`config.mk`:
```
export PLATFORM = sky130hd
export DESIGN_NAME = mbus_slave
export DESIGN_NICKNAME = d
export VERILOG_FILES = /design/src/rtl/mbus_pkg.sv /design/src/rtl/mbus_sync.sv /design/src/rtl/mbus_phase.sv /design/src/rtl/mbus_store.sv /design/src/rtl/mbus_slave.sv
export SDC_FILE = /design/constraint.sdc
export NUM_CORES = 2
export LEC_CHECK = 0
export BUFFER_PORTS_ARGS = -buffer_cell sky130_fd_sc_hd__buf_4
export CORE_MARGIN = 2
export CORE_UTILIZATION = 60
export DETAILED_ROUTE_END_ITERATION = 8
export HOLD_SLACK_MARGIN = 0.08
export PLACE_DENSITY_LB_ADDON = 0.1
export REMOVE_ABC_BUFFERS = 1
export SYNTH_ARGS = -nofsm -noshare
export SYNTH_HDL_FRONTEND = slang
export SYNTH_SLANG_ARGS = --single-unit
```
`constraint.sdc`:
```
create_clock -name clk -period 7.15 [get_ports clk]
set_input_delay 1.0725 -clock clk [delete_from_list [all_inputs] [get_ports clk]]
set_output_delay 1.0725 -clock clk [all_outputs]
set_load 0.005 [all_outputs]
```
`src/rtl/mbus_pkg.sv`:
```
package mbus_pkg;

  // Bus timing style; values match the mode_i pin level.
  typedef enum logic {
    BUS_SPLIT  = 1'b0,
    BUS_STROBE = 1'b1
  } bus_mode_e;

  typedef enum logic [1:0] {
    PH_IDLE  = 2'd0,
    PH_READ  = 2'd1,
    PH_WRITE = 2'd2
  } phase_e;

endpackage

```
`src/rtl/mbus_sync.sv`:
```
// Multi-stage synchroniser for a vector of asynchronous pins.
module mbus_sync #(
  parameter int          W       = 1,
  parameter int          STAGES  = 2,
  parameter logic [W-1:0] RST_VAL = '0
) (
  input  logic         clk,
  input  logic         rst_n,
  input  logic [W-1:0] d_i,
  output logic [W-1:0] q_o
);

  for (genvar g = 0; g < STAGES; g++) begin : g_stage
    logic [W-1:0] r;
    if (g == 0) begin : g_first
      always_ff @(posedge clk or negedge rst_n) begin
        if (!rst_n) r <= RST_VAL;
        else        r <= d_i;
      end
    end else begin : g_next
      always_ff @(posedge clk or negedge rst_n) begin
        if (!rst_n) r <= RST_VAL;
        else        r <= g_stage[g-1].r;
      end
    end
  end

  assign q_o = g_stage[STAGES-1].r;

endmodule

```
`src/rtl/mbus_phase.sv`:
```
// Edge detection on synchronised strobes and data-phase sequencing
// for both bus timing styles.
module mbus_phase
  import mbus_pkg::*;
(
  input  logic      clk,
  input  logic      rst_n,
  input  bus_mode_e mode,
  input  logic      as_lvl,
  input  logic      ds_lvl,
  input  logic      rw_lvl,
  input  logic      cs_n_lvl,
  output logic      as_fall,
  output logic      rd_en,
  output logic      wr_en
);

  // previous synchronised samples: {as, ds, rw}
  logic [2:0] hist;
  logic       ds_rise, ds_fall, rw_rise, rw_fall;

  always_ff @(posedge clk or negedge rst_n) begin
    if (!rst_n) hist <= 3'b000;
    else        hist <= {as_lvl, ds_lvl, rw_lvl};
  end

  assign as_fall = hist[2] & ~as_lvl;
  assign ds_rise = ~hist[1] & ds_lvl;
  assign ds_fall = hist[1] & ~ds_lvl;
  assign rw_rise = ~hist[0] & rw_lvl;
  assign rw_fall = hist[0] & ~rw_lvl;

  phase_e st, st_nxt;
  logic   sel_ok, sel_ok_nxt;

  always_comb begin
    st_nxt     = st;
    sel_ok_nxt = sel_ok & ~cs_n_lvl;
    wr_en      = 1'b0;
    unique case (mode)
      BUS_STROBE: begin
        if (st == PH_IDLE) begin
          if (ds_rise) begin
            st_nxt     = rw_lvl ? PH_READ : PH_WRITE;
            sel_ok_nxt = ~cs_n_lvl;
          end
        end else if (ds_fall) begin
          wr_en  = (st == PH_WRITE) && sel_ok_nxt;
          st_nxt = PH_IDLE;
        end
      end
      default: begin
        unique case (st)
          PH_IDLE: begin
            if (ds_fall) begin
              st_nxt     = PH_READ;
              sel_ok_nxt = ~cs_n_lvl;
            end else if (rw_fall) begin
              st_nxt     = PH_WRITE;
              sel_ok_nxt = ~cs_n_lvl;
            end
          end
          PH_READ: begin
            if (ds_rise) st_nxt = PH_IDLE;
          end
          PH_WRITE: begin
            if (rw_rise) begin
              wr_en  = sel_ok_nxt;
              st_nxt = PH_IDLE;
            end
          end
          default: st_nxt = PH_IDLE;
        endcase
      end
    endcase
  end

  always_ff @(posedge clk or negedge rst_n) begin
    if (!rst_n) begin
      st     <= PH_IDLE;
      sel_ok <= 1'b0;
    end else begin
      st     <= st_nxt;
      sel_ok <= sel_ok_nxt;
    end
  end

  assign rd_en = (st == PH_READ) && sel_ok && !cs_n_lvl;

endmodule

```
`src/rtl/mbus_store.sv`:
```
// Control bytes, general storage and the extended bank.
module mbus_store #(
  parameter int DATA_W     = 8,
  parameter int CTL_BYTES  = 14,
  parameter int XRAM_DEPTH = 128
) (
  input  logic              clk,
  input  logic              wr_en,
  input  logic              xram_sel,
  input  logic [DATA_W-1:0] addr,
  input  logic [DATA_W-1:0] wdata,
  output logic [DATA_W-1:0] rdata
);

  localparam int MAP_DEPTH = 1 << DATA_W;
  localparam int GEN_DEPTH = MAP_DEPTH - CTL_BYTES;
  localparam int CTL_AW    = $clog2(CTL_BYTES);

  logic [DATA_W-1:0] ctl_mem [CTL_BYTES];
  logic [DATA_W-1:0] gen_mem [GEN_DEPTH];
  logic              in_ctl;
  logic [DATA_W-1:0] gen_idx;
  logic [DATA_W-1:0] main_rd, xram_rd;

  assign in_ctl  = addr < DATA_W'(CTL_BYTES);
  assign gen_idx = addr - DATA_W'(CTL_BYTES);

  always_ff @(posedge clk) begin
    if (wr_en && !xram_sel) begin
      if (in_ctl) ctl_mem[addr[CTL_AW-1:0]] <= wdata;
      else        gen_mem[gen_idx]          <= wdata;
    end
  end

  assign main_rd = in_ctl ? ctl_mem[addr[CTL_AW-1:0]] : gen_mem[gen_idx];

  if (XRAM_DEPTH > 1) begin : g_xram
    localparam int XAW = $clog2(XRAM_DEPTH);
    logic [DATA_W-1:0] x_mem [XRAM_DEPTH];
    always_ff @(posedge clk) begin
      if (wr_en && xram_sel) x_mem[addr[XAW-1:0]] <= wdata;
    end
    assign xram_rd = x_mem[addr[XAW-1:0]];
  end else begin : g_no_xram
    assign xram_rd = '1;
  end

  assign rdata = xram_sel ? xram_rd : main_rd;

endmodule

```
`src/rtl/mbus_slave.sv`:
```
// Dual-mode multiplexed address/data bus slave.
module mbus_slave
  import mbus_pkg::*;
#(
  parameter int DATA_W      = 8,
  parameter int CTL_BYTES   = 14,
  parameter int XRAM_DEPTH  = 128,
  parameter int SYNC_STAGES = 2
) (
  input  logic              clk,
  input  logic              rst_n,
  input  logic              mode_i,
  input  logic [DATA_W-1:0] ad_i,
  output logic [DATA_W-1:0] ad_o,
  output logic              ad_oe_o,
  input  logic              as_i,
  input  logic              ds_i,
  input  logic              rw_i,
  input  logic              cs_n_i,
  input  logic              xram_i
);

  // synchronised vector: {xram, cs_n, as, ds, rw, ad}
  localparam int           SW      = DATA_W + 5;
  localparam logic [SW-1:0] SYNC_RST = {1'b0, 1'b1, 3'b000, {DATA_W{1'b0}}};

  logic [SW-1:0]     pins_s;
  logic [DATA_W-1:0] ad_s;
  logic              xram_s, cs_n_s, as_s, ds_s, rw_s;

  mbus_sync #(
    .W       (SW),
    .STAGES  (SYNC_STAGES),
    .RST_VAL (SYNC_RST)
  ) u_sync (
    .clk   (clk),
    .rst_n (rst_n),
    .d_i   ({xram_i, cs_n_i, as_i, ds_i, rw_i, ad_i}),
    .q_o   (pins_s)
  );

  assign {xram_s, cs_n_s, as_s, ds_s, rw_s, ad_s} = pins_s;

  // bus style is fixed while reset is held
  bus_mode_e mode_q;
  always_ff @(posedge clk) begin
    if (!rst_n) mode_q <= bus_mode_e'(mode_i);
  end

  logic as_fall, rd_en, wr_en;

  mbus_phase u_phase (
    .clk      (clk),
    .rst_n    (rst_n),
    .mode     (mode_q),
    .as_lvl   (as_s),
    .ds_lvl   (ds_s),
    .rw_lvl   (rw_s),
    .cs_n_lvl (cs_n_s),
    .as_fall  (as_fall),
    .rd_en    (rd_en),
    .wr_en    (wr_en)
  );

  logic [DATA_W-1:0] addr_q;
  logic              xram_q;

  always_ff @(posedge clk or negedge rst_n) begin
    if (!rst_n) begin
      addr_q <= '0;
      xram_q <= 1'b0;
    end else if (as_fall) begin
      addr_q <= ad_s;
      xram_q <= xram_s;
    end
  end

  logic [DATA_W-1:0] rdata;

  mbus_store #(
    .DATA_W     (DATA_W),
    .CTL_BYTES  (CTL_BYTES),
    .XRAM_DEPTH (XRAM_DEPTH)
  ) u_store (
    .clk      (clk),
    .wr_en    (wr_en),
    .xram_sel (xram_q),
    .addr     (addr_q),
    .wdata    (ad_s),
    .rdata    (rdata)
  );

  assign ad_oe_o = rd_en;
  assign ad_o    = rd_en ? rdata : '0;

endmodule

```
# Word level (Yosys, flattened, before mapping)
# Memory sizes are Yosys's and may differ from the RTL's.
# Index checks and enable logic that the tools add are counted.
# W data, S select, Z words.
dict set report totals {
  mem_bits_rw 3072
  out_inout_bits 9
  word_cells 73
  n_memories 3
  ff_bits 42
  inputBits 16
}
# name depth word_bits read_ports rd_ports_with_merged_regs write_ports line_no
set memory_table {}
lappend memory_table {u_store.gen_mem 242 8 1 0 1 mbus_store.sv:20} ;# logic [DATA_W-1:0] gen_mem [GEN_DEPTH];
lappend memory_table {u_store.g_xram.x_mem 128 8 1 0 1 mbus_store.sv:39} ;# logic [DATA_W-1:0] x_mem [XRAM_DEPTH];
lappend memory_table {u_store.ctl_mem 14 8 1 0 1 mbus_store.sv:19} ;# logic [DATA_W-1:0] ctl_mem [CTL_BYTES];
dict set report op_classes {
  bitwise 12
  n_reduce_logical 9
  mux 32
  add_sub_neg 1
  magnitude_cmp 1
  eq_ne 7
}
# operator n
set ops {}
lappend ops {{$mux W8} 3}
lappend ops {{$mux W1} 19}
lappend ops {{$mux W2} 9}
lappend ops {{$ne A3 B2 Y1 const B} 3}
lappend ops {{$lt A8 B4 Y1 const B} 1}
lappend ops {{$sub A8 B4 Y8 const B} 1}
lappend ops {{$and A1 B1 Y1} 6}
lappend ops {{$not A1 Y1} 6}
lappend ops {{$pmux W2 S3} 1}
lappend ops {{$logic_and A1 B1 Y1} 5}
lappend ops {{$reduce_and A5 Y1} 1}
lappend ops {{$ne A4 B2 Y1 const B} 1}
lappend ops {{$ne A3 B1 Y1 const B} 1}
lappend ops {{$eq A2 B1 Y1 const B} 1}
lappend ops {{$eq A2 B2 Y1 const B} 1}
lappend ops {{$logic_not A1 Y1} 2}
lappend ops {{$logic_not A2 Y1} 1}

# Longest topological paths before layout
dict set report logic_depth {
  depth_word 9
  depth_mapped 15
  ltp_nobuf 9
}

# Cells and area by module
# From an unflattened synthesis, not the netlist that was laid out.
dict set report hier_totals {
  hier_cells 5395
  area_unflattened_um2 120616.9
}
# module instances area_each_um2 cells_each seq_area_each_um2
set by_module_without_submodules {}
lappend by_module_without_submodules {mbus_store 1 119210.6 5311 92248.5}
lappend by_module_without_submodules {mbus_sync 1 653.1 26 653.1}
lappend by_module_without_submodules {mbus_slave 1 455.4 29 255.2}
lappend by_module_without_submodules {mbus_phase 1 297.8 29 150.1}

# Worst setup path before layout
# OpenSTA, ideal clock, no wires.
dict set report synth_timing {
  path_kind {flip-flop to flip-flop}
  start {reg u_sync.g_stage[1].r[0], in the netlist u_sync.q_o[0]}
  end {mem u_store.ctl_mem[0][0] (data pin)}
  t_arrival_ns 4.624
  stages_incl_launch_ff 1
  setup_time_ns 1.104
  n_path_buf 0
  t_required_ns 6.046
  setup_slack_ns 1.422
  synth_period_minus_slack_ns 5.728
  cell_sequence {dfrtp_1}
}
# item line_no
set synth_rtl {}
lappend synth_rtl {{start, declared} mbus_sync.sv:14} ;# logic [W-1:0] r;
lappend synth_rtl {{start signal, assigned} mbus_sync.sv:23} ;# else r <= g_stage[g-1].r;
lappend synth_rtl {{end, declared} mbus_store.sv:19}
# Straight into the memory's write port.

# Worst setup path after layout
dict set report layout_timing {
  start {reg addr_q[0]}
  end {out ad_o[3]}
}
dict set report layout_between {
  elab_chain_cells 5
  elab_cells_between_ends 8
  cone_classes {add/sub: 1; order compare: 1; mux: 3; memory: 3}
}
# item line_no
set layout_lines {}
lappend layout_lines {{start, declared} mbus_slave.sv:65} ;# logic [DATA_W-1:0] addr_q;
lappend layout_lines {{start signal, assigned} mbus_slave.sv:73} ;# addr_q <= ad_s;
lappend layout_lines {{$sub A8 B4 Y8} mbus_store.sv:26} ;# assign gen_idx = addr - DATA_W'(CTL_BYTES);
lappend layout_lines {{$mem_v2 Z242 W8} -}
lappend layout_lines {{$mux W8} mbus_store.sv:35} ;# assign main_rd = in_ctl ? ctl_mem[addr[CTL_AW-1:0]] : gen_mem[gen_idx];
lappend layout_lines {{$mux W8 *} mbus_store.sv:48} ;# assign rdata = xram_sel ? xram_rd : main_rd;
lappend layout_lines {{$mux W8 *} mbus_slave.sv:94} ;# assign ad_o = rd_en ? rdata : '0;
lappend layout_lines {{end, declared} mbus_slave.sv:14} ;# output logic [DATA_W-1:0] ad_o,
# Every way passes the cells marked *; elsewhere a longest branch is shown, timed or not.

==> results.tsv <==
stage	metric	value	unit
timing	slew of the pin with the lowest slew margin	1.23	ns
final_layout	proportion of layout cells with a drive suffix above 1	24.3	%
hold_path	kind of path behind the tightest hold check	primary input to asynchronous set/reset pin	
grt	via count of the first global-routing pass	58700	
synth	distinct cell type count of the synthesized netlist	78	
final_layout	commonest non-fill, non-tap cell in the layout	sky130_fd_sc_hd__edfxtp_1	
floorplan	die height	453	um
setup_path	data arrival time of the worst path	6.01	ns
synth	Netlist Area Pre-Place	121000	um2
final_layout	final instance count without filler cells	8684	
placement	final HPWL from detailed placement	187	mm
synth	total number of yosys warnings	0	
setup_path	cell with the largest stage delay on the worst path	sky130_fd_sc_hd__dfrtp_4	
timing	summed negative setup slack over all endpoints	0	ns
clock_network	root buffer cell	sky130_fd_sc_hd__clkbuf_16	
outcome	result of the run	finished clean	
grt	overall track demand over capacity in global routing	30.5	%
timing	number of max-slew violations in the final report	0	
routing	routed wirelength normalized by instance count	35.6	um
setup_path	internal reg-to-reg setup slack	1.25	ns
timing	Period minus WS final	7.08	ns
final_layout	area of all sequential standard cells	93400	um2
grt	GRT overflow	0	
setup_path	class of the most critical setup path	flip-flop to primary output	
clock_network	buffers inserted by post-CTS timing repair	0	
setup_path	endpoint kind of the worst setup timing path	primary output	
clock_network	clock latency on the worst-skew pair	0.95	ns
clock_network	clock slew at the register clock pins of the worst setup and hold paths	0.06	ns
timing	final critical-path share of the clock period	99.0	%
grt	number of antenna violations at the first check in global routing	2	
placement	placed inst area	124000	um2
floorplan	number of I/O pins	25	
floorplan	die width	453	um
clock_network	# H-tree levels	5	
clock_network	number of sinks handled by clock tree synthesis	3114	
synth	part of the Yosys area used for sequential elements	77.1	%
timing	headroom to the max-slew limit	17.3	%
setup_path	r2r endpoint	u_store.gen_mem[178][5]	
pwr	leakage power total	41.3	nW
synth	cells after synthesis	5623	
setup_path	source of the critical timing path	addr_q[0]	
setup_path	Max Fanout on Critical Path	56	
final_layout	commonest cells after routing, fill and taps aside	sky130_fd_sc_hd__edfxtp_1, sky130_fd_sc_hd__mux4_2, sky130_fd_sc_hd__nor2_1	
setup_path	depth of the most critical reg-to-reg path	8	
grt	first-pass GRT wire length	441	mm
synth	proportion of synthesized flip-flops having asynchronous set or reset	1.32	%
timing	maximum achievable frequency	141	MHz
setup_path	Critical Path Source Type	flip-flop	
routing	Final ANT Viol Nets	0	
routing	via count of the routed design	59300	
final_layout	area used by multi-input combinational logic	25900	um2
placement	gp weighted congestion	0.973	
final_layout	final core utilization	67.0	%
floorplan	number of core rows	164	
pwr	overall power after layout	40.6	mW
pwr	power density over the cells	303	nW/um2
grt	maximum number of pins on one net before global-route repair	200	
timing	clock skew	0.0397	ns
setup_path	required time at the worst-slack endpoint	6.08	ns
routing	count of TritonRoute iterations in the first routing pass	6	
synth	average cell area after synthesis	21.5	um2
placement	count of input and output buffers	24	
floorplan	core region area	200000	um2
routing	drt first-iter violations	7993	
routing	Remaining DRCs	0	
timing	Hold Vio Cnt, Final	0	
timing	RSZ-0062 raised after global routing	no	
placement	number of instances in the placed design	8132	
setup_path	startpoint of the most critical register-to-register path	addr_q[1]	
floorplan	initial cell density of the core	60.5	%
clock_network	maximum buffer depth of the clock tree	4	
final_layout	layout-stage area growth over the synthesis result	10.9	%
pwr	Worst IR Drop VDD	0.256	mV
final_layout	Layout fillers	12700	
floorplan	Die Area	205000	um2
routing	post-detailed-route via-to-cell ratio	6.83	
routing	overall routed net length	309	mm
clock_network	clock buffer count from CTS	325	
timing	Setup violations, final	0	
synth	number of synthesized register bits	3114	
run	max-cap check violation count	0	
setup_path	delay of the slowest cell on the worst path	0.98	ns
setup_path	end point of the critical path	ad_o[3]	
synth	Primary FF master, synth	sky130_fd_sc_hd__edfxtp_1	
final_layout	# nets final	5823	
setup_path	crit path cell chain	buf_12 > buf_4 > mux4_2 > mux4_2 > and3_1 > nor4_1 > a41oi_1 > buf_4	
synth	EDFF count, synth	3073	
final_layout	Design Area, Final	134000	um2
clock_network	clock tree from TritonCTS	yes	
through the flow:
stage               setup WS, ns  hold WS, ns
finish                    0.0717        0.130
global placement           0.826        0.333
global route              0.0350        0.149
CTS                       0.0974        0.113
floorplan                 -29.96        0.331
detailed placement          1.03        0.335
flip-flops by register name, indices dropped and copies added (netlist names):
| register | count |
|---|---|
| u_store.gen_mem | 1936 |
| mode_q | 1 |
| u_phase.hist | 3 |
| xram_q | 1 |
| u_phase.sel_ok | 1 |
| u_phase.st | 2 |
| u_sync.g_stage.r | 13 |
| u_store.ctl_mem | 112 |
| u_sync.q_o | 13 |
| u_store.g_xram.x_mem | 1024 |
| addr_q | 8 |
where the power goes:
group | leakage, nW | switching, mW | internal [mW] | total (mW)
clock | 4.78 | 6.66 | 9.15 | 15.8
sequential | 28.1 | 0.132 | 20.1 | 20.2
combinational | 8.47 | 2.89 | 1.69 | 4.58
layout make-up:
cell class / count / share of cell area [%]
timing repair buffer: 174 / 1.26
clock buffer: 422 / 6.59
tap: 2656 / 2.48
multi-input combinational: 2174 / 19.3
inverter: 14 / 0.0429
sequential: 3114 / 69.6
clock inverter: 129 / 0.700
antenna: 1 / 0.00187
cells by family after synthesis:
group,after synthesis,synth area share [%]
fa+ha+maj,4,0.0414
buf+inv,335,1.59
simple gates,916,3.09
compound gates,291,1.81
flops,3114,77.1
xor+xnor,11,0.0796
mux,952,16.3
worst max-delay path: cells and delay by family, from the launching register on:
| family | cells | cell delay (ns) |
|---|---|---|
| simple gates | 2 | 0.96 |
| compound gates | 1 | 0.65 |
| flops | 1 | 0.98 |
| mux | 2 | 1.10 |
| buf+inv | 3 | 1.19 |
layer usage:
metal  share of wire (%)  GRT usage [%]  up-vias  wire [um]
met5              0.0052              0        -         16
met4                 5.6           14.9        2      17300
met3                 9.0           6.17      725      27900
met2                  47           46.5     3273     147000
met1                  38           43.1    31500     117000
li1                    -              -    23800          -
cell usage after synthesis (19+ instances only):
library cell | count | share of area, %
sky130_fd_sc_hd__nor2_1 | 429 | 1.3
sky130_fd_sc_hd__dfrtp_1 | 39 | 0.81
sky130_fd_sc_hd__buf_4 | 67 | 0.42
sky130_fd_sc_hd__nand3_1 | 69 | 0.29
sky130_fd_sc_hd__buf_2 | 102 | 0.42
sky130_fd_sc_hd__nand2_1 | 335 | 1.0
sky130_fd_sc_hd__a21oi_1 | 25 | 0.10
sky130_fd_sc_hd__a31oi_1 | 33 | 0.17
sky130_fd_sc_hd__mux2i_1 | 122 | 1.0
sky130_fd_sc_hd__buf_6 | 34 | 0.32
sky130_fd_sc_hd__edfxtp_1 | 3073 | 76
sky130_fd_sc_hd__mux4_2 | 811 | 15
sky130_fd_sc_hd__clkbuf_1 | 99 | 0.31
sky130_fd_sc_hd__a22oi_1 | 19 | 0.12
sky130_fd_sc_hd__a32oi_1 | 48 | 0.35
sky130_fd_sc_hd__o21ai_0 | 42 | 0.17
worst min-delay path by stage:
| stage | slack, ns | endpoint | depth (start not counted) |
|---|---|---|---|
| after floorplan | 0.33 | u_sync.q_o[0] | 0 |
| after global placement | 0.33 | u_sync.q_o[1] | 0 |
| after detailed placement | 0.33 | u_sync.q_o[6] | 0 |
| after CTS | 0.11 | u_sync.q_o[5] | 1 |
| after global routing | 0.15 | u_sync.q_o[5] | 1 |
| final | 0.13 | u_sync.q_o[5] | 1 |
repair_timing:
action / in CTS / in global routing
hold endpoints to repair: 0 / 0
endpoints found under the setup margin: 1 / 0
resized for setup: 1 / 0
hold buffers: 0 / 0
Power figures use the tool's default switching activity.
